File: src/rtl/pinmux_pkg.sv
package pinmux_pkg;
  // dedicated-band selector codes
  localparam int unsigned DED_RX_ID = 1;
  localparam int unsigned DED_TX_ID = 2;
  localparam int unsigned DED_END   = 2;
endpackage

File: src/rtl/pinmux_regs.sv
module pinmux_regs #(
  parameter int unsigned NUM_PINS    = 8,
  parameter int unsigned FID_W       = 6,
  parameter int unsigned ADDR_W      = 4,
  parameter int unsigned DBG_CLK_PIN = 6,
  parameter int unsigned DBG_DAT_PIN = 7
) (
  input  logic                               clk_i,
  input  logic                               rst_ni,
  input  logic                               wr_en_i,
  input  logic [ADDR_W-1:0]                  wr_addr_i,
  input  logic [FID_W-1:0]                   wr_data_i,
  output logic [NUM_PINS-1:0][FID_W-1:0]     fid_o,
  output logic                               lock_o,
  output logic                               taken_o,
  output logic                               taken_pin_o,
  output logic [FID_W-1:0]                   taken_fid_o
);
  localparam logic [ADDR_W-1:0] CTRL_ADDR = ADDR_W'(NUM_PINS);
  localparam logic [ADDR_W-1:0] CLK_ADDR  = ADDR_W'(DBG_CLK_PIN);
  localparam logic [ADDR_W-1:0] DAT_ADDR  = ADDR_W'(DBG_DAT_PIN);

  logic lock_q;
  logic dbg_wr;

  assign dbg_wr = wr_en_i && (wr_addr_i == CLK_ADDR || wr_addr_i == DAT_ADDR);

  for (genvar p = 0; p < NUM_PINS; p++) begin : g_fid
    localparam bit IS_DBG = (p == DBG_CLK_PIN) || (p == DBG_DAT_PIN);
    logic [FID_W-1:0] fid_q;
    logic             wr_hit;
    if (IS_DBG) begin : g_dbg
      assign wr_hit = wr_en_i && (wr_addr_i == ADDR_W'(p)) && !lock_q;
    end else begin : g_plain
      assign wr_hit = wr_en_i && (wr_addr_i == ADDR_W'(p));
    end
    always_ff @(posedge clk_i or negedge rst_ni) begin
      if (!rst_ni)     fid_q <= '0;
      else if (wr_hit) fid_q <= wr_data_i;
    end
    assign fid_o[p] = fid_q;
  end

  always_ff @(posedge clk_i or negedge rst_ni) begin
    if (!rst_ni) lock_q <= 1'b1;
    else if (wr_en_i && wr_addr_i == CTRL_ADDR) lock_q <= wr_data_i[0];
  end

  always_ff @(posedge clk_i or negedge rst_ni) begin
    if (!rst_ni) begin
      taken_o     <= 1'b0;
      taken_pin_o <= 1'b0;
      taken_fid_o <= '0;
    end else if (wr_en_i && wr_addr_i == CTRL_ADDR && wr_data_i[0]) begin
      taken_o <= 1'b0;
    end else if (dbg_wr && !lock_q && wr_data_i != '0) begin
      taken_o     <= 1'b1;
      taken_pin_o <= (wr_addr_i == DAT_ADDR);
      taken_fid_o <= wr_data_i;
    end
  end

  assign lock_o = lock_q;
endmodule

File: src/rtl/pinmux_pin_route.sv
module pinmux_pin_route
  import pinmux_pkg::*;
#(
  parameter int unsigned PIN_IDX  = 0,
  parameter int unsigned NUM_OUT  = 4,
  parameter int unsigned NUM_IN   = 4,
  parameter int unsigned FID_W    = 6,
  parameter int unsigned FM_START = 16
) (
  input  logic [FID_W-1:0]   fid_i,
  input  logic [NUM_OUT-1:0] per_out_i,
  input  logic [NUM_OUT-1:0] per_oe_i,
  input  logic               force_en_i,
  input  logic               force_out_i,
  input  logic               force_oe_i,
  output logic               pad_out_o,
  output logic               pad_oe_o,
  output logic [NUM_IN-1:0]  in_req_o
);
  localparam int unsigned DED_IN  = PIN_IDX % NUM_IN;
  localparam int unsigned DED_OUT = PIN_IDX % NUM_OUT;
  localparam int unsigned FM_IN   = FM_START + NUM_OUT;

  logic drv, oe;
  logic [NUM_IN-1:0] req;

  always_comb begin
    drv = 1'b0;
    oe  = 1'b0;
    req = '0;
    if (fid_i == FID_W'(DED_RX_ID)) req[DED_IN] = 1'b1;
    if (fid_i == FID_W'(DED_TX_ID)) begin
      drv = per_out_i[DED_OUT];
      oe  = per_oe_i[DED_OUT];
    end
    for (int o = 0; o < NUM_OUT; o++) begin
      if (fid_i == FID_W'(FM_START + o)) begin
        drv = per_out_i[o];
        oe  = per_oe_i[o];
      end
    end
    for (int i = 0; i < NUM_IN; i++) begin
      if (fid_i == FID_W'(FM_IN + i)) req[i] = 1'b1;
    end
    if (force_en_i) begin
      req = '0;
      drv = force_out_i;
      oe  = force_oe_i;
    end
  end

  assign pad_oe_o  = oe;
  assign pad_out_o = drv & oe;
  assign in_req_o  = req;
endmodule

File: src/rtl/pinmux_in_arb.sv
module pinmux_in_arb #(
  parameter int unsigned       NUM_PINS = 8,
  parameter int unsigned       NUM_IN   = 4,
  parameter logic [NUM_IN-1:0] IN_IDLE  = '0
) (
  input  logic [NUM_PINS-1:0][NUM_IN-1:0] req_i,
  input  logic [NUM_PINS-1:0]             pad_in_i,
  output logic [NUM_IN-1:0]               per_in_o
);
  for (genvar i = 0; i < NUM_IN; i++) begin : g_in
    logic val;
    // scan from the top so the lowest claiming pin is assigned last
    always_comb begin
      val = IN_IDLE[i];
      for (int p = NUM_PINS - 1; p >= 0; p--) begin
        if (req_i[p][i]) val = pad_in_i[p];
      end
    end
    assign per_in_o[i] = val;
  end
endmodule

File: src/rtl/pinmux_xbar.sv
module pinmux_xbar #(
  parameter int unsigned       NUM_PINS    = 8,
  parameter int unsigned       NUM_OUT     = 4,
  parameter int unsigned       NUM_IN      = 4,
  parameter int unsigned       FID_W       = 6,
  parameter int unsigned       FM_START    = 16,
  parameter int unsigned       DBG_CLK_PIN = 6,
  parameter int unsigned       DBG_DAT_PIN = 7,
  parameter logic [NUM_IN-1:0] IN_IDLE     = 4'b0011,
  localparam int unsigned      ADDR_W      = $clog2(NUM_PINS + 1)
) (
  input  logic                clk_i,
  input  logic                rst_ni,
  input  logic                wr_en_i,
  input  logic [ADDR_W-1:0]   wr_addr_i,
  input  logic [FID_W-1:0]    wr_data_i,
  input  logic [NUM_PINS-1:0] pad_in_i,
  output logic [NUM_PINS-1:0] pad_out_o,
  output logic [NUM_PINS-1:0] pad_oe_o,
  input  logic [NUM_OUT-1:0]  per_out_i,
  input  logic [NUM_OUT-1:0]  per_oe_i,
  output logic [NUM_IN-1:0]   per_in_o,
  input  logic                swd_dio_i,
  input  logic                swd_dio_oe_i,
  output logic                swd_clk_o,
  output logic                swd_dio_o,
  output logic                dbg_lock_o,
  output logic                dbg_taken_o,
  output logic                dbg_taken_pin_o,
  output logic [FID_W-1:0]    dbg_taken_fid_o
);
  logic [NUM_PINS-1:0][FID_W-1:0]  fid_q;
  logic [NUM_PINS-1:0][NUM_IN-1:0] in_req;
  logic                            lock;

  pinmux_regs #(
    .NUM_PINS(NUM_PINS), .FID_W(FID_W), .ADDR_W(ADDR_W),
    .DBG_CLK_PIN(DBG_CLK_PIN), .DBG_DAT_PIN(DBG_DAT_PIN)
  ) u_regs (
    .clk_i, .rst_ni, .wr_en_i, .wr_addr_i, .wr_data_i,
    .fid_o(fid_q), .lock_o(lock), .taken_o(dbg_taken_o),
    .taken_pin_o(dbg_taken_pin_o), .taken_fid_o(dbg_taken_fid_o)
  );

  for (genvar p = 0; p < NUM_PINS; p++) begin : g_pin
    logic f_en, f_out, f_oe;
    if (p == DBG_DAT_PIN) begin : g_dat
      assign f_en  = lock;
      assign f_out = swd_dio_i;
      assign f_oe  = swd_dio_oe_i;
    end else if (p == DBG_CLK_PIN) begin : g_clk
      assign f_en  = lock;
      assign f_out = 1'b0;
      assign f_oe  = 1'b0;
    end else begin : g_norm
      assign f_en  = 1'b0;
      assign f_out = 1'b0;
      assign f_oe  = 1'b0;
    end
    pinmux_pin_route #(
      .PIN_IDX(p), .NUM_OUT(NUM_OUT), .NUM_IN(NUM_IN),
      .FID_W(FID_W), .FM_START(FM_START)
    ) u_route (
      .fid_i(fid_q[p]), .per_out_i, .per_oe_i,
      .force_en_i(f_en), .force_out_i(f_out), .force_oe_i(f_oe),
      .pad_out_o(pad_out_o[p]), .pad_oe_o(pad_oe_o[p]), .in_req_o(in_req[p])
    );
  end

  pinmux_in_arb #(
    .NUM_PINS(NUM_PINS), .NUM_IN(NUM_IN), .IN_IDLE(IN_IDLE)
  ) u_arb (
    .req_i(in_req), .pad_in_i, .per_in_o
  );

  assign swd_clk_o  = lock & pad_in_i[DBG_CLK_PIN];
  assign swd_dio_o  = lock ? pad_in_i[DBG_DAT_PIN] : 1'b1;
  assign dbg_lock_o = lock;
endmodule

File: config.mk
export PLATFORM = sky130hd
export DESIGN_NAME = pinmux_xbar
export DESIGN_NICKNAME = d
export VERILOG_FILES = /design/src/rtl/pinmux_pkg.sv /design/src/rtl/pinmux_regs.sv /design/src/rtl/pinmux_pin_route.sv /design/src/rtl/pinmux_in_arb.sv /design/src/rtl/pinmux_xbar.sv
export SDC_FILE = /design/constraint.sdc
export NUM_CORES = 1
export LEC_CHECK = 0
export BUFFER_PORTS_ARGS = -buffer_cell sky130_fd_sc_hd__buf_2
export CORE_MARGIN = 1
export CORE_UTILIZATION = 30
export CTS_BUF_LIST = sky130_fd_sc_hd__clkbuf_8
export CTS_CLUSTER_SIZE = 12
export DETAILED_ROUTE_END_ITERATION = 16
export SYNTH_ARGS = -nofsm -noshare
export SYNTH_HDL_FRONTEND = slang
export SYNTH_HIERARCHICAL = 1
export SYNTH_SLANG_ARGS = --single-unit
File: constraint.sdc
create_clock -name clk_i -period 6.13 [get_ports clk_i]
set_input_delay 0.9195 -clock clk_i [delete_from_list [all_inputs] [get_ports clk_i]]
set_output_delay 0.9195 -clock clk_i [all_outputs]
set_load 0.02 [all_outputs]
-- Word level (Yosys, flattened, before mapping)
Cells that the tools add are included.
- word-level logic and storage cells: 292
- register bits: 57
- bits of input ports: 31
- output and inout port bits: 31
- reduce and logical (&&, ||, !) cells: 21
- bitwise operators: 10
- mux-type cells: 161
- equality and inequality tests: 88
- operators with widths (cell ; count):
    == test 6 x 5 -> 1 bit, second input constant ; 64
    two-way mux 1 bit ; 159
    == test 6 x 1 -> 1 bit, second input constant ; 8
    == test 6 x 2 -> 1 bit, second input constant ; 8
    == test 4 x 3 -> 1 bit, second input constant ; 4
    logical AND 1 bit ; 15
    bitwise AND 1 bit ; 9
    == test 4 x 2 -> 1 bit, second input constant ; 2
    two-way mux 4 bit ; 2
    nonzero test 6 bit ; 1
    == test 4 x 1 -> 1 bit, second input constant ; 1
    == test 4 bit, second input constant ; 1
    logical NOT 4 bit ; 1
    AND reduction 2 bit ; 1
    nonzero test 2 bit ; 1
    logical NOT 1 bit ; 1
    logical OR 1 bit ; 1
    NOT 1 bit ; 1

-- Longest topological paths before layout
- depth after elaboration: 12
- depth in mapped cells: 10

-- Modules after synthesis
Netlist, hierarchy kept.
- by module, submodules not included (module ; cells an instance ; times used ; area each (um2)):
    pinmux_regs ; 142 ; 1 ; 2275.9
    pinmux_pin_route (g_pin[0].u_route ...) ; 34 ; 2 ; 245.2
    pinmux_pin_route (g_pin[3].u_route ...) ; 35 ; 2 ; 242.7
    pinmux_pin_route (g_pin[1].u_route ...) ; 32 ; 2 ; 212.7
    pinmux_pin_route (g_pin[2].u_route ...) ; 30 ; 2 ; 205.2
    pinmux_in_arb ; 56 ; 1 ; 360.3
    pinmux_xbar ; 3 ; 1 ; 16.3

-- Least setup slack after synthesis
OpenSTA, ideal clock, no wires.
- path kind: in2out
- start point: input per_oe_i[1]
- end point: output pad_out_o[1]
- slack: 3113 ps
- data arrival time: 2098 ps
- data required time: 5210 ps
- cell stages on the path: 4
- path buffers: 0
- cells stage by stage: or4bb_2 > nand4_1 > a32oi_1 > a31oi_1
- longest elaborated chain between the ends: 6
- ends and longest elaborated chain (item ; line ; text):
    start, declared ; pinmux_xbar.sv:21 ; input logic [NUM_OUT-1:0] per_oe_i,
    two-way mux 1 bit ; pinmux_pin_route.sv:32 ; if (fid_i == FID_W'(DED_TX_ID)) begin
    two-way mux 1 bit ; pinmux_pin_route.sv:37 ; if (fid_i == FID_W'(FM_START + o)) begin
    two-way mux 1 bit (*) (3 in a row) ; pinmux_pin_route.sv:37 ;
    bitwise AND 1 bit (*) ; pinmux_pin_route.sv:53 ; assign pad_out_o = drv & oe;
    end, declared ; pinmux_xbar.sv:18 ; output logic [NUM_PINS-1:0] pad_out_o,
Mark *: on every way between the ends. The rest lies on a longest branch, timed or not.

==> summary.md <==
For the worst flop-to-flop path, the logic depth is 3. The run finished with clean final reports. Critical path launch point: u_regs/lock_o. The share of the synthesized area in the top cell type is 0.3139. In this run the clock root is driven by a clkbuf_8. Post-CTS timing repair inserted 0 buffers for setup. The worst-margin pin slew is 744.9 ps. The effective utilization at floorplan is 0.3072.

The data required time of the critical path is 5210 ps. STA classifies the critical path startpoint as a register. The kind of end point of the critical path is an output port. Number of cells traversed by the worst hold path: 1. After detailed routing, the number of vias per cell comes to 5.303.

After clock tree synthesis, the clock-pin slew on the worst setup and hold paths is 70 ps. dfrtp_1 is the most common cell in the netlist. Before antenna repair, the detailed router went through 5 iterations.

The die outline height is 124.0 um, and the netlist area before placement is 4464 sq um. The logs give 283 for the detailed router's first-iteration violation count and 0 for the max-cap check violation count. Routability-driven placement finished with a final weighted congestion of 0.8722. No sink is reached through more buffers than the 2 on the longest clock path. 62 I/O pins were placed. In the final design database the tool counted 587 nets. By count the netlist is led by 56 x dfrtp_1, 55 x mux2_2, 33 x nand2_1.

The shortest clock period the worst path allows after layout is 3494 ps, and the total of flip-flops plus latches after synthesis is 57. For this run, design rule violations remaining after detail routing come to 0. The total negative slack for setup checks was 0 ps; the count of unique library cells instantiated by Yosys was 66. For this design, the CTS-stage hold fixing added 0 buffers. For the number of antenna violations at the first check in global routing, the log shows 0. The first global-routing pass estimated 19930 um of wire.

The design draws 0.001419 W. After floorplanning, the core was sized to cover 14530 sq um. The path with the worst hold slack has its endpoint at u_regs/taken_o.

The placed instances occupy a cell area of 4954 sq um. Yosys printed 6 warnings. The tools report the number of buffers created by CTS as 9. The startpoint identified for the worst register-to-register timing path is u_regs/lock_o. For the final-layout fill cell count, the log shows 1518. By instance count, the cell type seen most on the critical path is nor3_1. The final cycle utilization of the critical path is 0.5700. In this design, the stage delay of the slowest critical-path cell is 450 ps. The tools report the final non-filler cell total as 745. Type of the worst min-delay path: register to register.

The achievable clock frequency was 286.2 MHz. The number of buffer cells added on primary ports is 61. The clock net sink count is 57. 0 antenna diodes ended up in the layout.

The die is 124.0 um wide. Entering global routing, the biggest net connects 58 pins. Setup violations remaining at the end of the flow were counted as 0. In this run the most critical hold path is launched from u_regs/taken_o. Of all cell types, the one taking the most synthesized area is dfrtp_1. Data arrives at the worst endpoint at 2570 ps.

The run gives 4340 ps as the register-to-register setup slack. Synthesis produced 463 cells. On the final layout, the worst clock skew is 5.670 ps. By area the synthesized netlist is led by dfrtp_1 31%, mux2_2 14%, nand3_1 3.0%.

Setup repair after global routing left no endpoint under its margin. The via count of the first global-routing pass is 3699, and the placement-stage worst setup slack is 2795 ps. The slowest stage of the critical path is the dfstp_2 cell.

The tools report the H-tree depth as 3. Global routing finished with a remaining overflow of 0. The cell total after placement is 729. The worst-case IR drop observed on VDD is 0.1358 mV. The clock latency on the worst-skew pair was 350 ps. The worst register-to-register path ends at u_regs/g_fid[7].fid_q[5].

Power spread over the standard cell area amounts to 275.1 nW/um^2. For this design the static power due to leakage is 2.099 nW. The number of slew-limit violations in the final report came out at 0. Traced cell by cell, the critical path runs through nor3_1, nand3_1, nor3_1, nor3b_1, o31ai_1, o311ai_1, a21oi_1, buf_2. The count of flip-flops with a built-in enable after synthesis works out to 0. Once layout is done, the placed cells without fillers occupy 5157 sq um. The worst setup path is of the register to output port kind. For the die outline area, the log shows 15370 sq um. For this block, the via count after detailed routing is 3951. In this run the remaining antenna-violating nets after routing total 0. The final layout contains routed wiring with a total length of 12840 um. After legalization and detailed placement, the total HPWL measured 8992 um.

Top fanout value on the critical path: 13. Dividing the detail-routed wire length by the instance count gives 17.23 um. Relative to the synthesized area, the layout overhead comes to 15.53%. The fraction of layout cells with a size suffix above 1 was 0.3119; the sequential cell area fraction in the yosys report was 0.3198. Post-CTS repair changed the size of 0 cells. Row generation in the floorplan step produced 44 rows. The worst setup margin was 2636 ps. The total count of hold-check failures in the final report came out at 0. The most used flip-flop cell after synthesis is dfrtp_1. TritonCTS built the clock tree. The proportion of register bits with asynchronous set or reset after synthesis is 1.000, and the average size of a mapped cell is 9.642 sq um. The normalized max-slew margin is 0.5034. The total global-route track usage came out at 0.1756.
[where the power goes]
part | internal [W] | leakage [nW] | switching (W)
Clock | 0.000199 | 0.0949 | 0.000168
Combinational | 0.000220 | 1.31 | 0.000207
Sequential | 0.000464 | 0.695 | 0.000161
Total | 0.000883 | 2.10 | 0.000536
[layer usage]
metal	vias to the layer above	part of all wire	global-route usage
met2	126	0.44	0.2691
met5	-	0	0
met4	0	0.017	0.06324
met3	17	0.053	0.03114
li1	1893	-	-
met1	1915	0.49	0.2464
[worst max path at each step]
stage                    to  slack [ps]  depth (start not counted)
2_1_floorplan  pad_out_o[1]        3110                          4
3_3_place_gp   pad_out_o[5]        2810                          6
3_5_place_dp   pad_out_o[5]        2790                          6
4_1_cts         per_in_o[0]        2680                          8
5_1_grt         per_in_o[0]        2440                          8
6_report        per_in_o[0]        2640                          8
[area by class of cell]
cell class	count	area, sq um	area share
clock buffers	10	137.6	0.02669
clock inverters	6	66.31	0.01286
inverters	10	37.54	0.007278
multi-input cells	416	2945	0.5711
flip-flops and latches	57	1428	0.2768
well taps	184	230.2	0.04464
repair buffers	62	312.8	0.06065
[per-stage QoR]
stage,util,hold WS (ps)
after global placement,0.3408,475.8
after CTS,0.3549,500.1
after global routing,0.3549,528.5
final,0.3549,502.8
after detailed placement,0.3408,482.3
after floorplan,-,502.9
[placed cells by master (no fill, tap or decap), drive strengths merged, types with 5 or more instances in the layout]
master  synthesis  routed
a21oi          26      26
a221o           6       6
a31oi           6       6
a32oi           8       8
and3b           9       9
buf            18      62
clkbuf         11      10
conb            1      50
dfrtp          56      56
inv            10      11
mux2           57      57
mux2i           6       6
nand2          33      33
nand2b         12      12
nand3          27      27
nand4           5       5
nor2           27      27
nor2b          14      14
nor3           14      14
nor3b          16      16
nor4            6       6
o21ai          16      16
or3             6       6
[kinds of logic after synthesis]
logic type | share of synthesized area
AND/OR/NAND/NOR | 0.2943
AO/OA/AOI/OAI | 0.1606
multiplexers | 0.1589
buffers and inverters | 0.06166
other | 0.0008400
XOR/XNOR | 0.003924
flip-flops | 0.3198
[worst max-delay path, delay by kind of cell (launching register included)]
family / cells / cell delay [ps]
simple gates: 4 / 900
buf+inv: 1 / 210
flops: 1 / 450
compound gates: 3 / 660
[sequential cells by signal, summed over array words and instances, names as in the netlist]
signal              flops
u_regs/lock_o           1
u_regs/taken_fid_o      6
u_regs/taken_pin_o      1
u_regs/taken_o          1
u_regs/g_fid.fid_q     48
Note: power is estimated with default switching activity, not from simulation.
